### src/rtl/isa_cyc_pkg.sv
package isa_cyc_pkg;
  typedef enum logic [1:0] {
    K_MEM_RD = 2'd0,
    K_MEM_WR = 2'd1,
    K_IO_RD  = 2'd2,
    K_IO_WR  = 2'd3
  } cyc_kind_e;
  localparam int unsigned N_KINDS = 4;
endpackage

### src/rtl/isa_cyc_seq.sv
module isa_cyc_seq #(
  parameter int unsigned BASE_CLKS = 4,
  parameter int unsigned READY_CLK = 3,
  parameter int unsigned MAX_WAIT  = 6
) (
  input  logic clk_i,
  input  logic rst_ni,
  input  logic req_i,
  input  logic rdy_i,
  output logic accept_o,
  output logic active_o,
  output logic strobe_o,
  output logic last_o,
  output logic done_o
);
  localparam int unsigned PW = $clog2(BASE_CLKS + 1);
  localparam int unsigned WW = $clog2(MAX_WAIT + 1);

  logic          active_q, done_q;
  logic [PW-1:0] phase_q;
  logic [WW-1:0] waits_q;
  logic          stall;

  assign accept_o = !active_q && req_i;
  assign last_o   = active_q && (phase_q == PW'(BASE_CLKS));
  assign strobe_o = active_q && (phase_q >= PW'(2));
  // hold the ready phase while the target is not ready and budget remains
  assign stall    = active_q && (phase_q == PW'(READY_CLK)) && !rdy_i
                    && (waits_q != WW'(MAX_WAIT));

  always_ff @(posedge clk_i or negedge rst_ni) begin
    if (!rst_ni) begin
      active_q <= 1'b0;
      phase_q  <= '0;
      waits_q  <= '0;
      done_q   <= 1'b0;
    end else begin
      done_q <= last_o;
      if (accept_o) begin
        active_q <= 1'b1;
        phase_q  <= PW'(1);
        waits_q  <= '0;
      end else if (active_q) begin
        if (stall) begin
          waits_q <= waits_q + WW'(1);
        end else if (last_o) begin
          active_q <= 1'b0;
          phase_q  <= '0;
        end else begin
          phase_q <= phase_q + PW'(1);
        end
      end
    end
  end

  assign active_o = active_q;
  assign done_o   = done_q;
endmodule

### src/rtl/isa_cyc_dp.sv
module isa_cyc_dp
  import isa_cyc_pkg::*;
#(
  parameter int unsigned MEM_AW = 20,
  parameter int unsigned IO_AW  = 16,
  parameter int unsigned DW     = 8
) (
  input  logic              clk_i,
  input  logic              rst_ni,
  input  logic              accept_i,
  input  logic              active_i,
  input  logic              last_i,
  input  logic [MEM_AW-1:0] addr_i,
  input  logic [DW-1:0]     wdata_i,
  input  logic              we_i,
  input  logic              io_i,
  input  logic [DW-1:0]     din_i,
  output logic [MEM_AW-1:0] addr_o,
  output logic [DW-1:0]     dout_o,
  output logic              doe_o,
  output logic [DW-1:0]     rdata_o,
  output cyc_kind_e         kind_o
);
  localparam logic [MEM_AW-1:0] IO_MASK = {{(MEM_AW-IO_AW){1'b0}}, {IO_AW{1'b1}}};

  logic [MEM_AW-1:0] addr_q;
  logic [DW-1:0]     wdata_q, rdata_q;
  logic              we_q, io_q;

  always_ff @(posedge clk_i or negedge rst_ni) begin
    if (!rst_ni) begin
      addr_q  <= '0;
      wdata_q <= '0;
      we_q    <= 1'b0;
      io_q    <= 1'b0;
      rdata_q <= '0;
    end else begin
      if (accept_i) begin
        addr_q  <= io_i ? (addr_i & IO_MASK) : addr_i;
        wdata_q <= wdata_i;
        we_q    <= we_i;
        io_q    <= io_i;
      end
      if (last_i && !we_q) rdata_q <= din_i;
    end
  end

  assign addr_o  = active_i ? addr_q : '0;
  assign dout_o  = wdata_q;
  assign doe_o   = active_i && we_q;
  assign rdata_o = rdata_q;
  assign kind_o  = cyc_kind_e'({io_q, we_q});
endmodule

### src/rtl/isa_cyc_strb.sv
module isa_cyc_strb
  import isa_cyc_pkg::*;
(
  input  logic               on_i,
  input  cyc_kind_e          kind_i,
  output logic [N_KINDS-1:0] strb_no
);
  for (genvar i = 0; i < N_KINDS; i++) begin : g_strb
    assign strb_no[i] = !(on_i && (kind_i == cyc_kind_e'(i)));
  end
endmodule

### src/rtl/isa_cycle_master.sv
module isa_cycle_master
  import isa_cyc_pkg::*;
#(
  parameter int unsigned MEM_AW    = 20,
  parameter int unsigned IO_AW     = 16,
  parameter int unsigned DW        = 8,
  parameter int unsigned BASE_CLKS = 4,
  parameter int unsigned READY_CLK = 3,
  parameter int unsigned MAX_WAIT  = 6
) (
  input  logic              clk_i,
  input  logic              rst_ni,
  input  logic              req_i,
  input  logic [MEM_AW-1:0] addr_i,
  input  logic [DW-1:0]     wdata_i,
  input  logic              we_i,
  input  logic              io_i,
  output logic              busy_o,
  output logic              done_o,
  output logic [DW-1:0]     rdata_o,
  output logic [MEM_AW-1:0] bus_addr_o,
  output logic              memr_no,
  output logic              memw_no,
  output logic              ior_no,
  output logic              iow_no,
  output logic [DW-1:0]     bus_dout_o,
  output logic              bus_doe_o,
  input  logic [DW-1:0]     bus_din_i,
  input  logic              chan_rdy_i
);
  logic               accept, active, strobe_on, last;
  cyc_kind_e          kind;
  logic [N_KINDS-1:0] strb_n;

  isa_cyc_seq #(
    .BASE_CLKS(BASE_CLKS), .READY_CLK(READY_CLK), .MAX_WAIT(MAX_WAIT)
  ) u_seq (
    .clk_i(clk_i), .rst_ni(rst_ni), .req_i(req_i), .rdy_i(chan_rdy_i),
    .accept_o(accept), .active_o(active), .strobe_o(strobe_on),
    .last_o(last), .done_o(done_o)
  );

  isa_cyc_dp #(.MEM_AW(MEM_AW), .IO_AW(IO_AW), .DW(DW)) u_dp (
    .clk_i(clk_i), .rst_ni(rst_ni), .accept_i(accept), .active_i(active),
    .last_i(last), .addr_i(addr_i), .wdata_i(wdata_i), .we_i(we_i),
    .io_i(io_i), .din_i(bus_din_i), .addr_o(bus_addr_o), .dout_o(bus_dout_o),
    .doe_o(bus_doe_o), .rdata_o(rdata_o), .kind_o(kind)
  );

  isa_cyc_strb u_strb (.on_i(strobe_on), .kind_i(kind), .strb_no(strb_n));

  assign busy_o  = active;
  assign memr_no = strb_n[K_MEM_RD];
  assign memw_no = strb_n[K_MEM_WR];
  assign ior_no  = strb_n[K_IO_RD];
  assign iow_no  = strb_n[K_IO_WR];
endmodule

### config.mk
export PLATFORM = sky130hd
export DESIGN_NAME = isa_cycle_master
export DESIGN_NICKNAME = d
export VERILOG_FILES = /design/src/rtl/isa_cyc_pkg.sv /design/src/rtl/isa_cyc_seq.sv /design/src/rtl/isa_cyc_dp.sv /design/src/rtl/isa_cyc_strb.sv /design/src/rtl/isa_cycle_master.sv
export SDC_FILE = /design/constraint.sdc
export NUM_CORES = 1
export LEC_CHECK = 0
export BUFFER_PORTS_ARGS = -buffer_cell sky130_fd_sc_hd__buf_2
export CAP_MARGIN = 20
export CELL_PAD_IN_SITES_DETAIL_PLACEMENT = 1
export CELL_PAD_IN_SITES_GLOBAL_PLACEMENT = 1
export CORE_UTILIZATION = 29
export CTS_BUF_LIST = sky130_fd_sc_hd__clkbuf_8
export DETAILED_ROUTE_END_ITERATION = 10
export GPL_TIMING_DRIVEN = 0
export PLACE_DENSITY = 0.75
export SETUP_SLACK_MARGIN = 0.3
export SLEW_MARGIN = 20
export SYNTH_ARGS = -nofsm -noshare
export SYNTH_HDL_FRONTEND = slang
export SYNTH_HIERARCHICAL = 1
export SYNTH_SLANG_ARGS = --single-unit
### constraint.sdc
create_clock -name clk_i -period 2.55 [get_ports clk_i]
set_input_delay 0.51 -clock clk_i [delete_from_list [all_inputs] [get_ports clk_i]]
set_output_delay 0.51 -clock clk_i [all_outputs]
set_load 0.03 [all_outputs]
==> reports/qor.txt, run 1 <==
Total CTS buffers - 5
XOR/XNOR Fraction of Synth Area - 0%
FP Rows - 31
Top Usage Layer GRT - met2
Mapped cell area - 2270 um^2
Grt met1 use - 17.3%
Synthesis-stage register bit count - 46
Final antenna diode count - 0
Tcrit/Tclk final - 83.1%
Initial Util - 30.6%
Net Sw Power - 1.89 mW
Die Y - 90.5 um
Post-synthesis mux area share - 22.3%
# setup viols final - 0
Hold crit path type - in -> async
Largest net degree at the start of global routing - 47
Pre-CTS WS - 0.733 ns
Synth Warn # - 6
RePlAce Congestion - 0.786
Setup bufs post-CTS - 0
Post-DRT Antenna Nets - 0
R2R depth - 5
HPWL after DPL - 3750 um
Crit start category - register
# Max-Cap Violations - 0
Vias in the first global route - 1703
Compound-Gate Fraction of Synth Area - 4.41%
Worst-Skew Late Latency - 0.31 ns
IO Count - 85
Sequential share of power - 30.8%
# hold bufs at CTS - 0
GR met2 Demand/Resource - 22.0%
Largest family of logic cells by synthesized area - multiplexers
Util after Layout - 39.2%
Vias - 1577
Worst Path Arrival - 1.61 ns
Area occupied by multi-input gates - 977 um^2
Clk network pwr share - 10.5%
Fillers - 856
Clock sink total - 46
Final hold vios - 0
GRT Total Usage - 13.5%
Sw Share - 44.6%
DR vias/cell - 4.36
Htree depth - 2
1st-pass router iterations - 4
Crit-path slowest cell - dfrtp_1
Initial antenna violation count - 0
Final setup margin - 0.431 ns
PostCTS Resize Cnt - 0
Relative slew slack - 60.6%
Post-synthesis simple-gate area fraction - 13.6%
CTS root buf - clkbuf_8
Final slew viol count - 0
PnR Total Power - 4.23 mW
TNS Setup - 0 ns
Die area - 8180 um^2
Power density over cell area - 1460 nW/um^2
DR WL/cell - 13.9 um
Worst path max stage delay - 0.43 ns
Seq/Total Area, Yosys - 50.7%
Post-Synth Adder-Cell Area - 2.76%
Most common cell after layout, fill and taps aside - buf_2
First-pass GRT wire length - 8740 um
Outcome - finished clean
Clock slew at the register clock pins of the worst setup and hold paths - 0.10 ns
Fin nets - 309
Worst setup EP type - output pin
Met3 Resource Use GR - 3.54%
Crit path max fanout - 10
Critical path type - reg -> out
CP cell instances - buf_6, o21a_1, or3b_1, buf_2
Core area - 7410 um^2
Port Buffers - 84
Worst path depth - 4
Post-Synthesis Net Count - 218
LEAKAGE - 1.45 nW
RSZ-0062 raised after global routing - false
Max VDD drop - 0.427 mV
Syn avg cell area - 13.3 um^2
DR iter-0 viols - 35
Clock tree buffer depth - 2
Drt drc - 0
Pint - 2.34 mW
Seq. cell area - 1150 um^2
CP required - 2.04 ns
Grt total ovfl - 0
Layout Skew - 0.0133 ns
Hold slack - 0.214 ns
Commonest cells after routing, fill and taps aside - buf_2 (83), dfrtp_1 (46), mux2_4 (30)
Area growth syn-to-layout - 27.9%
Synth Instances - 171
Library cells used by synthesis - 29
Total Wirelength - 5020 um
Slew @ Worst Pin - 0.592 ns
Bufs and invs on worst path - 2
Top cell family by delay on the critical path - flip-flops
Die X - 90.5 um
Combinational power share - 58.8%
F_max - 0.472 GHz
Ratio of cells with drive above 1 in the final layout - 52.1%
Min cycle time layout - 2.12 ns
CTS tree - yes
[Yosys cell counts]
library cell	instances	area, um^2
and3_2	1	7.51
o21a_1	1	7.51
nand2_1	5	18.8
and3b_2	1	10.0
nand3b_1	6	45.0
buf_4	2	15.0
and2_1	21	131
nor2_1	3	11.3
nand3_1	3	15.0
o21ai_0	7	35.0
or3_1	1	6.26
nand2b_1	1	6.26
buf_6	4	45.0
clkbuf_1	2	7.51
nor2b_1	2	12.5
mux2_2	4	45.0
o22ai_1	2	12.5
buf_12	2	40.0
a21oi_1	6	30.0
mux2i_1	1	10.0
mux2_4	30	450
or3b_1	1	8.76
o211ai_1	2	15.0
nor3b_1	1	7.51
inv_1	9	33.8
nand3b_4	1	20.0
and2_4	1	8.76
ha_1	5	62.6
dfrtp_1	46	1150
[logic make-up after synthesis]
logic type | after synthesis
mux | 35
flops | 46
compound gates | 18
fa+ha+maj | 5
simple gates | 48
buf+inv | 19
[per-layer routing]
layer | up-vias | part of all wire [%]
li1 | 754 | -
met1 | 767 | 46
met2 | 47 | 47
met3 | 9 | 4.7
met4 | 0 | 2.2
met5 | - | 0
[final timing paths]
kind / from / endpoint / slack [ns]
min reg2reg: u_seq/waits_q[2]$_DFFE_PN0P_ / u_seq/waits_q[2]$_DFFE_PN0P_ / 0.50
max in group asynchronous: rst_ni / u_seq/waits_q[2]$_DFFE_PN0P_ / 1.94
max: u_seq/active_o$_DFF_PN0_ / memr_no / 0.43
min in group clk_i: wdata_i[1] / u_dp/dout_o[1]$_DFFE_PN0P_ / 0.43
max reg2reg: u_seq/active_o$_DFF_PN0_ / u_dp/addr_q[12]$_DFFE_PN0P_ / 0.81
min: rst_ni / u_seq/done_o$_DFF_PN0_ / 0.21
[per-stage QoR]
step,std cells,area (um^2)
2_1_floorplan,171,2270
3_3_place_gp,354,2810
3_5_place_dp,354,2810
4_1_cts,362,2900
5_1_grt,362,2900
6_report,362,2900
[flip-flops by register name, indices dropped and copies added (netlist names)]
signal and count:
u_seq/active_o 1, u_dp/we_q 1, u_seq/phase_q 3, u_seq/done_o 1, u_dp/addr_q 20, u_seq/waits_q 3
u_dp/dout_o 8, u_dp/io_q 1, u_dp/rdata_o 8
[final cells by class]
class                           instances  area share [%]
Buffer                                 10            3.71
Sequential cell                        46            39.7
Inverter                                9            1.16
Multi-Input combinational cell        106            33.7
Clock buffer                            5            2.37
Tap cell                               99            4.27
Timing Repair Buffer                   84            14.6
Clock inverter                          3           0.603
[power groups by stage]
stage	Combinational (mW)	Sequential [mW]	Clock (mW)
2_1_floorplan	1.63	1.55	0
6_report	2.49	1.30	0.443
3_5_place_dp	2.52	1.32	0
3_3_place_gp	2.47	1.30	0
4_1_cts	2.53	1.31	0.466
5_1_grt	2.69	1.36	0.490
Note: power is estimated with default switching activity, not from simulation.
==> inputs of run 2 (changes only) <==
==> constraint.sdc (replaced) <==
create_clock -name clk_i -period 2 [get_ports clk_i]
set_input_delay 0.4 -clock clk_i [delete_from_list [all_inputs] [get_ports clk_i]]
set_output_delay 0.4 -clock clk_i [all_outputs]
set_load 0.03 [all_outputs]
==> reports/qor.txt, run 2 (same netlist as run 1, synthesis figures left out) <==
Initial Util - 30.6% (unchanged)
# Max-Cap Violations - 0 (unchanged)
Post-DRT Antenna Nets - 0 (unchanged)
LEAKAGE - 1.60 nW (+11%)
Final slew viol count - 0 (unchanged)
GR met2 Demand/Resource - 22.5% (+0.51 points)
RePlAce Congestion - 0.739 (-6.0%)
TNS Setup - 0 ns (unchanged)
CTS root buf - clkbuf_8
FP Rows - 31 (unchanged)
RR Endpoint - u_dp/addr_q[3]$_DFFE_PN0P_
Pre-CTS WS - 0.256 ns (-0.477 ns)
Outcome - finished clean
Crit start category - register
RSZ-0062 raised after global routing - true
Worst r2r src - u_seq/active_o$_DFF_PN0_
Slew @ Worst Pin - 0.589 ns (-0.00260 ns)
Layout Skew - 0.00644 ns (-0.00687 ns)
Final setup margin - 0.169 ns (-0.262 ns)
Total Wirelength - 5590 um (+11%)
Ratio of cells with drive above 1 in the final layout - 58.4% (+6.3 points)
PnR Total Power - 6.33 mW (+50%)
Largest net degree at the start of global routing - 47 (unchanged)
Final antenna diode count - 0 (unchanged)
Initial antenna violation count - 0 (unchanged)
Drt drc - 0 (unchanged)
Worst-Skew Late Latency - 0.29 ns (-0.02 ns)
CTS tree - yes
Clock tree buffer depth - 2 (unchanged)
Most flop-heavy register - u_dp/addr_q
Final hold vios - 0 (unchanged)
First-pass GRT wire length - 9030 um (+3.3%)
Most common cell after layout, fill and taps aside - buf_2
Core area - 7410 um^2 (unchanged)
Vias in the first global route - 1738 (+2.1%)
R2r setup slk - 0.29 ns (-0.52 ns)
IO Count - 85 (unchanged)
Relative slew slack - 60.7% (+0.17 points)
Fin nets - 325 (+5.2%)
1st-pass router iterations - 4 (unchanged)
Grt met1 use - 18.9% (+1.6 points)
Clock slew at the register clock pins of the worst setup and hold paths - 0.09 ns (about the same)
Crit path max fanout - 2 (-8)
Hold crit path type - in -> async
Die X - 90.5 um (unchanged)
Max FFs per register - 20 (unchanged)
Total CTS buffers - 5 (unchanged)
# setup viols final - 0 (unchanged)
Power density over cell area - 1920 nW/um^2 (+32%)
DR iter-0 viols - 23 (-34%)
GRT Total Usage - 13.9% (+0.39 points)
Met3 Resource Use GR - 3.03% (-0.51 points)
Critical path type - reg -> out
Min cycle time layout - 1.83 ns
Die area - 8180 um^2 (unchanged)
Max VDD drop - 0.743 mV (+74%)
Top Usage Layer GRT - met2
Commonest cells after routing, fill and taps aside - buf_2 (59), dfrtp_1 (43), mux2_4 (30)
Post-route cell area - 3300 um^2 (+14%)
R2R depth - 7 (+2)
Fillers - 816 (-4.7%)
CP required - 1.60 ns (-0.44 ns)
Tcrit/Tclk final - 91.5%
DP Area - 2820 um^2 (about the same)
Clock sink total - 46 (unchanged)
Port Buffers - 84 (unchanged)
Htree depth - 2 (unchanged)
HPWL after DPL - 3860 um (+2.8%)
DR vias/cell - 4.38 (+0.44%)
Vias - 1654 (+4.9%)
CP Launch Point - u_seq/active_o$_DFF_PN0_
Hold slack - 0.106 ns (-0.108 ns)
Die Y - 90.5 um (unchanged)
Area growth syn-to-layout - 45.2%
Grt total ovfl - 0 (unchanged)
F_max - 0.546 GHz
Worst setup EP type - output pin
DR WL/cell - 14.8 um (+6.6%)
Worst Path Arrival - 1.43 ns (-0.18 ns)
run 2: cell count changes in the layout (fill, tap and decap cells not counted), moves of 3 or more:
cell / change
buf_2: -24
buf_6: +24
buf_4: +13
dfrtp_1: -3
dfrtp_2: +3
run 2: what timing repair did:
action | CTS | global route
cloned | 0 | 2
hold buffers | 0 | 0
setup buffers | 2 | 12
gates resized for setup | 15 | 76
pin swaps | 1 | 0
setup endpoints to repair | 54 | 54
run 2: metrics by stage:
stage | std cells | utilization (%)
floorplan | 171 | -
global route | 378 | 44.5
detailed placement | 354 | 38.0
global placement | 354 | 38.0
finish | 378 | 44.5
CTS | 364 | 40.4
run 2: critical path, stage by stage, from the launching register on:
cell,delay (ns)
dfrtp_2,0.38
buf_6,0.10
o21a_1,0.13
or3b_4,0.38
buf_6,0.14
run 2: layout make-up:
cell class / count / area, um^2 / share of cell area, %
inverter: 9 / 33.8 / 1.03
tap: 99 / 124 / 3.76
sequential: 46 / 1150 / 35.0
clock buffer: 5 / 68.8 / 2.09
multi-input combinational: 106 / 998 / 30.3
timing repair buffer: 100 / 736 / 22.3
buffer: 10 / 135 / 4.10
clock inverter: 3 / 45.0 / 1.37
run 2: per-layer routing:
layer | vias up | routed length (um)
met4 | 0 | 51
met5 | - | 0
met1 | 814 | 2600
met3 | 6 | 220
li1 | 789 | -
met2 | 45 | 2710
run 2: worst max-delay path by stage:
stage,end,slack [ns],cells past startpoint
global placement,u_dp/dout_o[1]$_DFFE_PN0P_,0.28,5
CTS,memr_no,0.09,4
floorplan,memr_no,0.33,3
global route,memr_no,0.11,4
finish,memr_no,0.17,4
detailed placement,u_dp/dout_o[2]$_DFFE_PN0P_,0.26,5
run 2: power breakdown:
part	switching (mW)	total (mW)	internal [mW]
clock	0.313	0.685	0.372
combinational	2.02	3.99	1.97
sequential	0.263	1.66	1.40
total	2.59	6.33	3.74
